$ cat src/rtl/fpscr_pkg.sv
package fpscr_pkg;
  localparam int unsigned WORD_W = 32;
  localparam int unsigned DN_B   = 18;
  localparam int unsigned CV_B   = 16;
  localparam int unsigned CZ_B   = 15;
  localparam int unsigned EV_B   = 11;
  localparam int unsigned EZ_B   = 10;
  localparam int unsigned FV_B   = 6;
  localparam int unsigned FZ_B   = 5;
  localparam logic [1:0]  RM_RTZ = 2'b01;

  typedef enum logic [1:0] {
    DFLT_NONE = 2'b00,
    DFLT_QNAN = 2'b01,
    DFLT_PINF = 2'b10,
    DFLT_NINF = 2'b11
  } dflt_e;

  typedef struct packed {
    logic cv;
    logic cz;
    logic ev;
    logic ez;
    logic fv;
    logic fz;
  } ctl_t;
endpackage

$ cat src/rtl/fpscr_regs.sv
module fpscr_regs
  import fpscr_pkg::*;
(
  input  logic              clk_i,
  input  logic              rst_ni,
  input  logic              wr_en_i,
  input  logic [WORD_W-1:0] wr_data_i,
  input  logic              done_i,
  input  logic              inv_i,
  input  logic              dz_i,
  output logic              ev_eff_o,
  output logic              ez_eff_o,
  output logic [WORD_W-1:0] rd_data_o
);
  ctl_t q, base, d;

  // value after software load, before the event update
  always_comb begin
    base = q;
    if (wr_en_i) begin
      base.cv = wr_data_i[CV_B];
      base.cz = wr_data_i[CZ_B];
      base.ev = wr_data_i[EV_B];
      base.ez = wr_data_i[EZ_B];
      base.fv = wr_data_i[FV_B];
      base.fz = wr_data_i[FZ_B];
    end
  end

  always_comb begin
    d = base;
    if (done_i) begin
      d.cv = inv_i;
      d.cz = dz_i;
      d.fv = base.fv | inv_i;
      d.fz = base.fz | dz_i;
    end
  end

  always_ff @(posedge clk_i or negedge rst_ni) begin
    if (!rst_ni) q <= '0;
    else         q <= d;
  end

  assign ev_eff_o = base.ev;
  assign ez_eff_o = base.ez;

  always_comb begin
    rd_data_o        = '0;
    rd_data_o[DN_B]  = 1'b1;
    rd_data_o[1:0]   = RM_RTZ;
    rd_data_o[CV_B]  = q.cv;
    rd_data_o[CZ_B]  = q.cz;
    rd_data_o[EV_B]  = q.ev;
    rd_data_o[EZ_B]  = q.ez;
    rd_data_o[FV_B]  = q.fv;
    rd_data_o[FZ_B]  = q.fz;
  end
endmodule

$ cat src/rtl/fpscr_gate.sv
module fpscr_gate
  import fpscr_pkg::*;
(
  input  logic       clk_i,
  input  logic       rst_ni,
  input  logic       done_i,
  input  logic       inv_i,
  input  logic       dz_i,
  input  logic       inf_sign_i,
  input  logic       ev_i,
  input  logic       ez_i,
  output logic       trap_o,
  output logic [1:0] dflt_sel_o
);
  logic  trap_d;
  dflt_e sel_d, sel_q;

  assign trap_d = done_i & ((inv_i & ev_i) | (dz_i & ez_i));

  // invalid dominates; a trapped invalid suppresses any default
  always_comb begin
    sel_d = DFLT_NONE;
    if (done_i) begin
      if (inv_i) begin
        if (!ev_i) sel_d = DFLT_QNAN;
      end else if (dz_i && !ez_i) begin
        sel_d = inf_sign_i ? DFLT_NINF : DFLT_PINF;
      end
    end
  end

  always_ff @(posedge clk_i or negedge rst_ni) begin
    if (!rst_ni) begin
      trap_o <= 1'b0;
      sel_q  <= DFLT_NONE;
    end else begin
      trap_o <= trap_d;
      sel_q  <= sel_d;
    end
  end

  assign dflt_sel_o = sel_q;
endmodule

$ cat src/rtl/fp_denorm_flush.sv
module fp_denorm_flush #(
  parameter int unsigned EXP_W = 8,
  parameter int unsigned MAN_W = 23,
  localparam int unsigned FP_W = 1 + EXP_W + MAN_W
) (
  input  logic [FP_W-1:0] val_i,
  output logic [FP_W-1:0] val_o
);
  logic is_denorm;

  assign is_denorm = (val_i[FP_W-2 -: EXP_W] == '0) && (val_i[MAN_W-1:0] != '0);
  assign val_o     = is_denorm ? {val_i[FP_W-1], {(FP_W-1){1'b0}}} : val_i;
endmodule

$ cat src/rtl/fpscr_unit.sv
module fpscr_unit
  import fpscr_pkg::*;
(
  input  logic              clk_i,
  input  logic              rst_ni,
  input  logic              wr_en_i,
  input  logic [WORD_W-1:0] wr_data_i,
  output logic [WORD_W-1:0] rd_data_o,
  input  logic              done_i,
  input  logic              inv_i,
  input  logic              dz_i,
  input  logic              inf_sign_i,
  output logic              trap_o,
  output logic [1:0]        dflt_sel_o,
  input  logic [31:0]       opnd_i,
  output logic [31:0]       opnd_o
);
  logic ev_eff, ez_eff;

  fpscr_regs u_regs (
    .clk_i     (clk_i),
    .rst_ni    (rst_ni),
    .wr_en_i   (wr_en_i),
    .wr_data_i (wr_data_i),
    .done_i    (done_i),
    .inv_i     (inv_i),
    .dz_i      (dz_i),
    .ev_eff_o  (ev_eff),
    .ez_eff_o  (ez_eff),
    .rd_data_o (rd_data_o)
  );

  fpscr_gate u_gate (
    .clk_i      (clk_i),
    .rst_ni     (rst_ni),
    .done_i     (done_i),
    .inv_i      (inv_i),
    .dz_i       (dz_i),
    .inf_sign_i (inf_sign_i),
    .ev_i       (ev_eff),
    .ez_i       (ez_eff),
    .trap_o     (trap_o),
    .dflt_sel_o (dflt_sel_o)
  );

  fp_denorm_flush #(.EXP_W(8), .MAN_W(23)) u_flush (
    .val_i (opnd_i),
    .val_o (opnd_o)
  );
endmodule

$ cat config.mk
export PLATFORM = sky130hd
export DESIGN_NAME = fpscr_unit
export DESIGN_NICKNAME = d
export VERILOG_FILES = /design/src/rtl/fpscr_pkg.sv /design/src/rtl/fpscr_regs.sv /design/src/rtl/fpscr_gate.sv /design/src/rtl/fp_denorm_flush.sv /design/src/rtl/fpscr_unit.sv
export SDC_FILE = /design/constraint.sdc
export NUM_CORES = 1
export LEC_CHECK = 0
export BUFFER_PORTS_ARGS = -buffer_cell sky130_fd_sc_hd__buf_2
export CORE_MARGIN = 2
export CORE_UTILIZATION = 27
export CTS_BUF_LIST = sky130_fd_sc_hd__clkbuf_4 sky130_fd_sc_hd__clkbuf_8
export DETAILED_ROUTE_END_ITERATION = 16
export GPL_TIMING_DRIVEN = 0
export PLACE_DENSITY_LB_ADDON = 0.1
export SKIP_LAST_GASP = 1
export SLEW_MARGIN = 20
export SYNTH_ARGS = -nofsm -noshare
export SYNTH_HDL_FRONTEND = slang
export SYNTH_SLANG_ARGS = --single-unit
$ cat constraint.sdc
create_clock -name clk_i -period 1.3 [get_ports clk_i]
set_input_delay 0.195 -clock clk_i [delete_from_list [all_inputs] [get_ports clk_i]]
set_output_delay 0.195 -clock clk_i [all_outputs]
set_load 0.05 [all_outputs]
==> impl_results.md <==
- Clock root buffer: clkbuf_4
- PortBufs: 83
- Post-layout util: 63.9%
- IO Count: 138
- Static leakage: 1.01 nW
- Async SR Flop Fraction: 100%
- Router iterations before antenna repair: 3
- Critical Path Fanout Max: 7
- CTS Buf Count: 3
- H-Tree Depth: 1
- P_sw: 0.676 mW
- Final antenna-violating net count: 0
- Fillers: 228
- Area leader, netlist: dfrtp_1
- # setup viols final: 23
- Maximum clock path buffer count: 2
- Launching element type of the critical path: input port
- RR Startpoint: u_regs.rd_data_o[10]
- HP Start: inv_i
- Sw Ratio: 47.2%
- Hold Path Sink: u_gate.dflt_sel_o[1]
- Final period util: 108%
- CTS clock-pin slew for the worst setup and hold paths: 60 ps
- Drt first-iter violations: 7
- Reg2reg setup slack: 250 ps
- Sum of negative setup slack: -1900 ps
- HP Class: input port to flop
- Req. time, crit path: 1110 ps
- Status: finished, violations left
- Register area: 225 sq um
- Top_reg_cell synth: dfrtp_1
- Pins Over Slew Limit: 0
- Clock Power Share: 16.1%
- Number of max-cap violations: 0
- Post-synth EDFFs: 0
- Gp weighted congestion: 0.764
- Die Area: 0.00332 sq mm
- RSZ-0062 raised after global routing: true
- Hold Vio Cnt, Final: 0
- Yosys cell types: 16
- Final nets: 277
- Drt drc: 0
- Hold Crit Depth: 2
- CTS tree: yes
- Worst Skew: 2.12 ps
- Layout cell share with drive strength beyond 1: 70.7%
- Drt wl/cell: 12.5 um
- Routed via count: 940
- R2r endpoint: u_gate.trap_o
- Die H: 57.6 um
- GRT Overall Usage: 17.4%
- Seq/Total Area, Yosys: 29.0%
- Area of the multi-input gates: 477 sq um
- Worst hold margin: 146 ps
- Internal: 0.756 mW
- Mapped cell area: 776 sq um
- Grt total ovfl: 0
- Yosys top cell area share: 29.0%
- CTS sink count: 9
- Die W: 57.6 um
- Synth area leaders: dfrtp_1, buf_4, and2_1
- Vias per cell: 3.98
- Initial antenna violation count: 0
- Worst EP arrival: 1200 ps
- Failing checks: negative setup slack
- Largest net degree at the start of global routing: 10
- Commonest cells post-synth: buf_4, and2_1, clkbuf_1, dfrtp_1, nand2_1
- Most frequent cell after synthesis: buf_4
- Core Box Area: 0.00273 sq mm
- # rows: 19
- Clock latency on the worst-skew pair: 250 ps
- Post-layout minimum cycle time: 1400 ps
- Fmax: 715 MHz
- DRT Wirelength: 2950 um
- Reg power frac: 21.8%
- R2R depth: 3
- Synthesized instance count: 91
- Area grow syn2layout: 125%
- First-pass GRT wire length: 4430 um
- Peak supply drop: 0.573 mV
- Synthesis-stage register bit count: 9
- DP HPWL: 1920 um
- Crit Path Class: input port to output pin
- Initial Util: 28.4%
- Syn_area_per_cell: 8.52 sq um
- Ys Warns: 0
- Inserted Diodes: 0
- CP Capture Type: output pin
- Vias in the first global route: 966
- Pwr dens: 819 mW/mm^2
- Final WS setup: -97.9 ps
- Combinational power share: 62.1%
-- routing by layer --
layer	vias to the layer above	global-route usage [%]	share of wire [%]	wire [um]
met4	0	4.98	0.85	25
li1	453	-	-	-
met5	-	0	0	0
met1	418	19.0	34	1010
met3	4	4.76	12	353
met2	65	32.3	53	1560
-- critical path: stages --
cell,delay [ps]
buf_8,100
nor4_4,320
nand2_4,150
buf_8,160
and2_4,130
buf_8,140
-- worst max-delay path by stage --
stage,start,end,slack (ps),cells past startpoint
global route,opnd_i[24],opnd_o[5],-150,6
floorplan,u_regs.rd_data_o[10],u_gate.dflt_sel_o[0],10,3
global placement,opnd_i[25],opnd_o[17],-240,6
finish,opnd_i[24],opnd_o[17],-100,6
CTS,opnd_i[26],opnd_o[17],-80,6
detailed placement,opnd_i[29],opnd_o[18],-230,6
-- cells by family (layout without fill, tap and decap cells) --
logic type	count (synthesis)	in the layout	synth area share, %
DFF	9	9	29.0
and+or+nand+nor	32	32	25.5
other	2	26	0.968
buffers and inverters	38	128	32.4
muxes	6	6	8.55
AOI/OAI and AO/OA	4	4	3.55
-- registers in the layout (all words and copies together), names as in the netlist --
| signal | count |
|---|---|
| u_regs.rd_data_o | 6 |
| u_gate.dflt_sel_o | 2 |
| u_gate.trap_o | 1 |
-- repair_timing --
action / in CTS / in global routing
hold endpoints to repair: 9 / 0
endpoints found under the setup margin: 23 / 23
pin swaps: 23 / 2
gates resized for setup: 99 / 13
gates cloned: 2 / 0
hold buffers: 1 / 0
buffers inserted: 0 / 0
-- cells in the final DEF, fill, tap and decap left out --
cell type | netlist | routed
buf_8 | 0 | 25
dfrtp_1 | 9 | 9
mux2i_1 | 4 | 4
conb_1 | 2 | 26
nor2b_1 | 1 | 1
nand2_1 | 5 | 4
clkbuf_1 | 10 | 8
buf_6 | 1 | 7
dlygate4sd3_1 | 0 | 1
nor4_4 | 0 | 2
a2bb2o_1 | 1 | 1
buf_2 | 0 | 56
clkbuf_4 | 0 | 4
o21ai_0 | 2 | 2
and2_4 | 0 | 20
and2_1 | 23 | 3
nand2_4 | 0 | 1
buf_4 | 27 | 27
mux2_4 | 1 | 1
nor3_4 | 1 | 1
mux2_2 | 1 | 1
a22oi_1 | 1 | 1
-- metrics by stage --
step	total power [mW]	instances	area [sq um]	worst slack [ps]
after floorplan	0.899	115	866	10.1
after global placement	1.05	229	1320	-236
after detailed placement	1.05	229	1320	-235
after CTS	1.42	236	1720	-75.5
after global routing	1.49	236	1750	-146
final	1.43	236	1750	-97.9
-- layout make-up --
| cell class | instances | share of cell area (%) |
|---|---|---|
| sequential | 9 | 12.9 |
| timing repair buffer | 86 | 40.2 |
| multi-input combinational | 68 | 27.3 |
| tap | 31 | 2.22 |
| buffer | 38 | 15.7 |
| clock buffer | 4 | 1.72 |
-- power groups by stage --
stage                     Sequential, mW  Combinational [mW]  Clock [mW]
after floorplan                    0.403               0.496           0
after global placement             0.317               0.732           0
after detailed placement           0.318               0.734           0
after CTS                          0.313               0.868       0.242
after global routing               0.315               0.925       0.249
final                              0.312               0.889       0.230
Note: power is estimated with default switching activity, not from simulation.
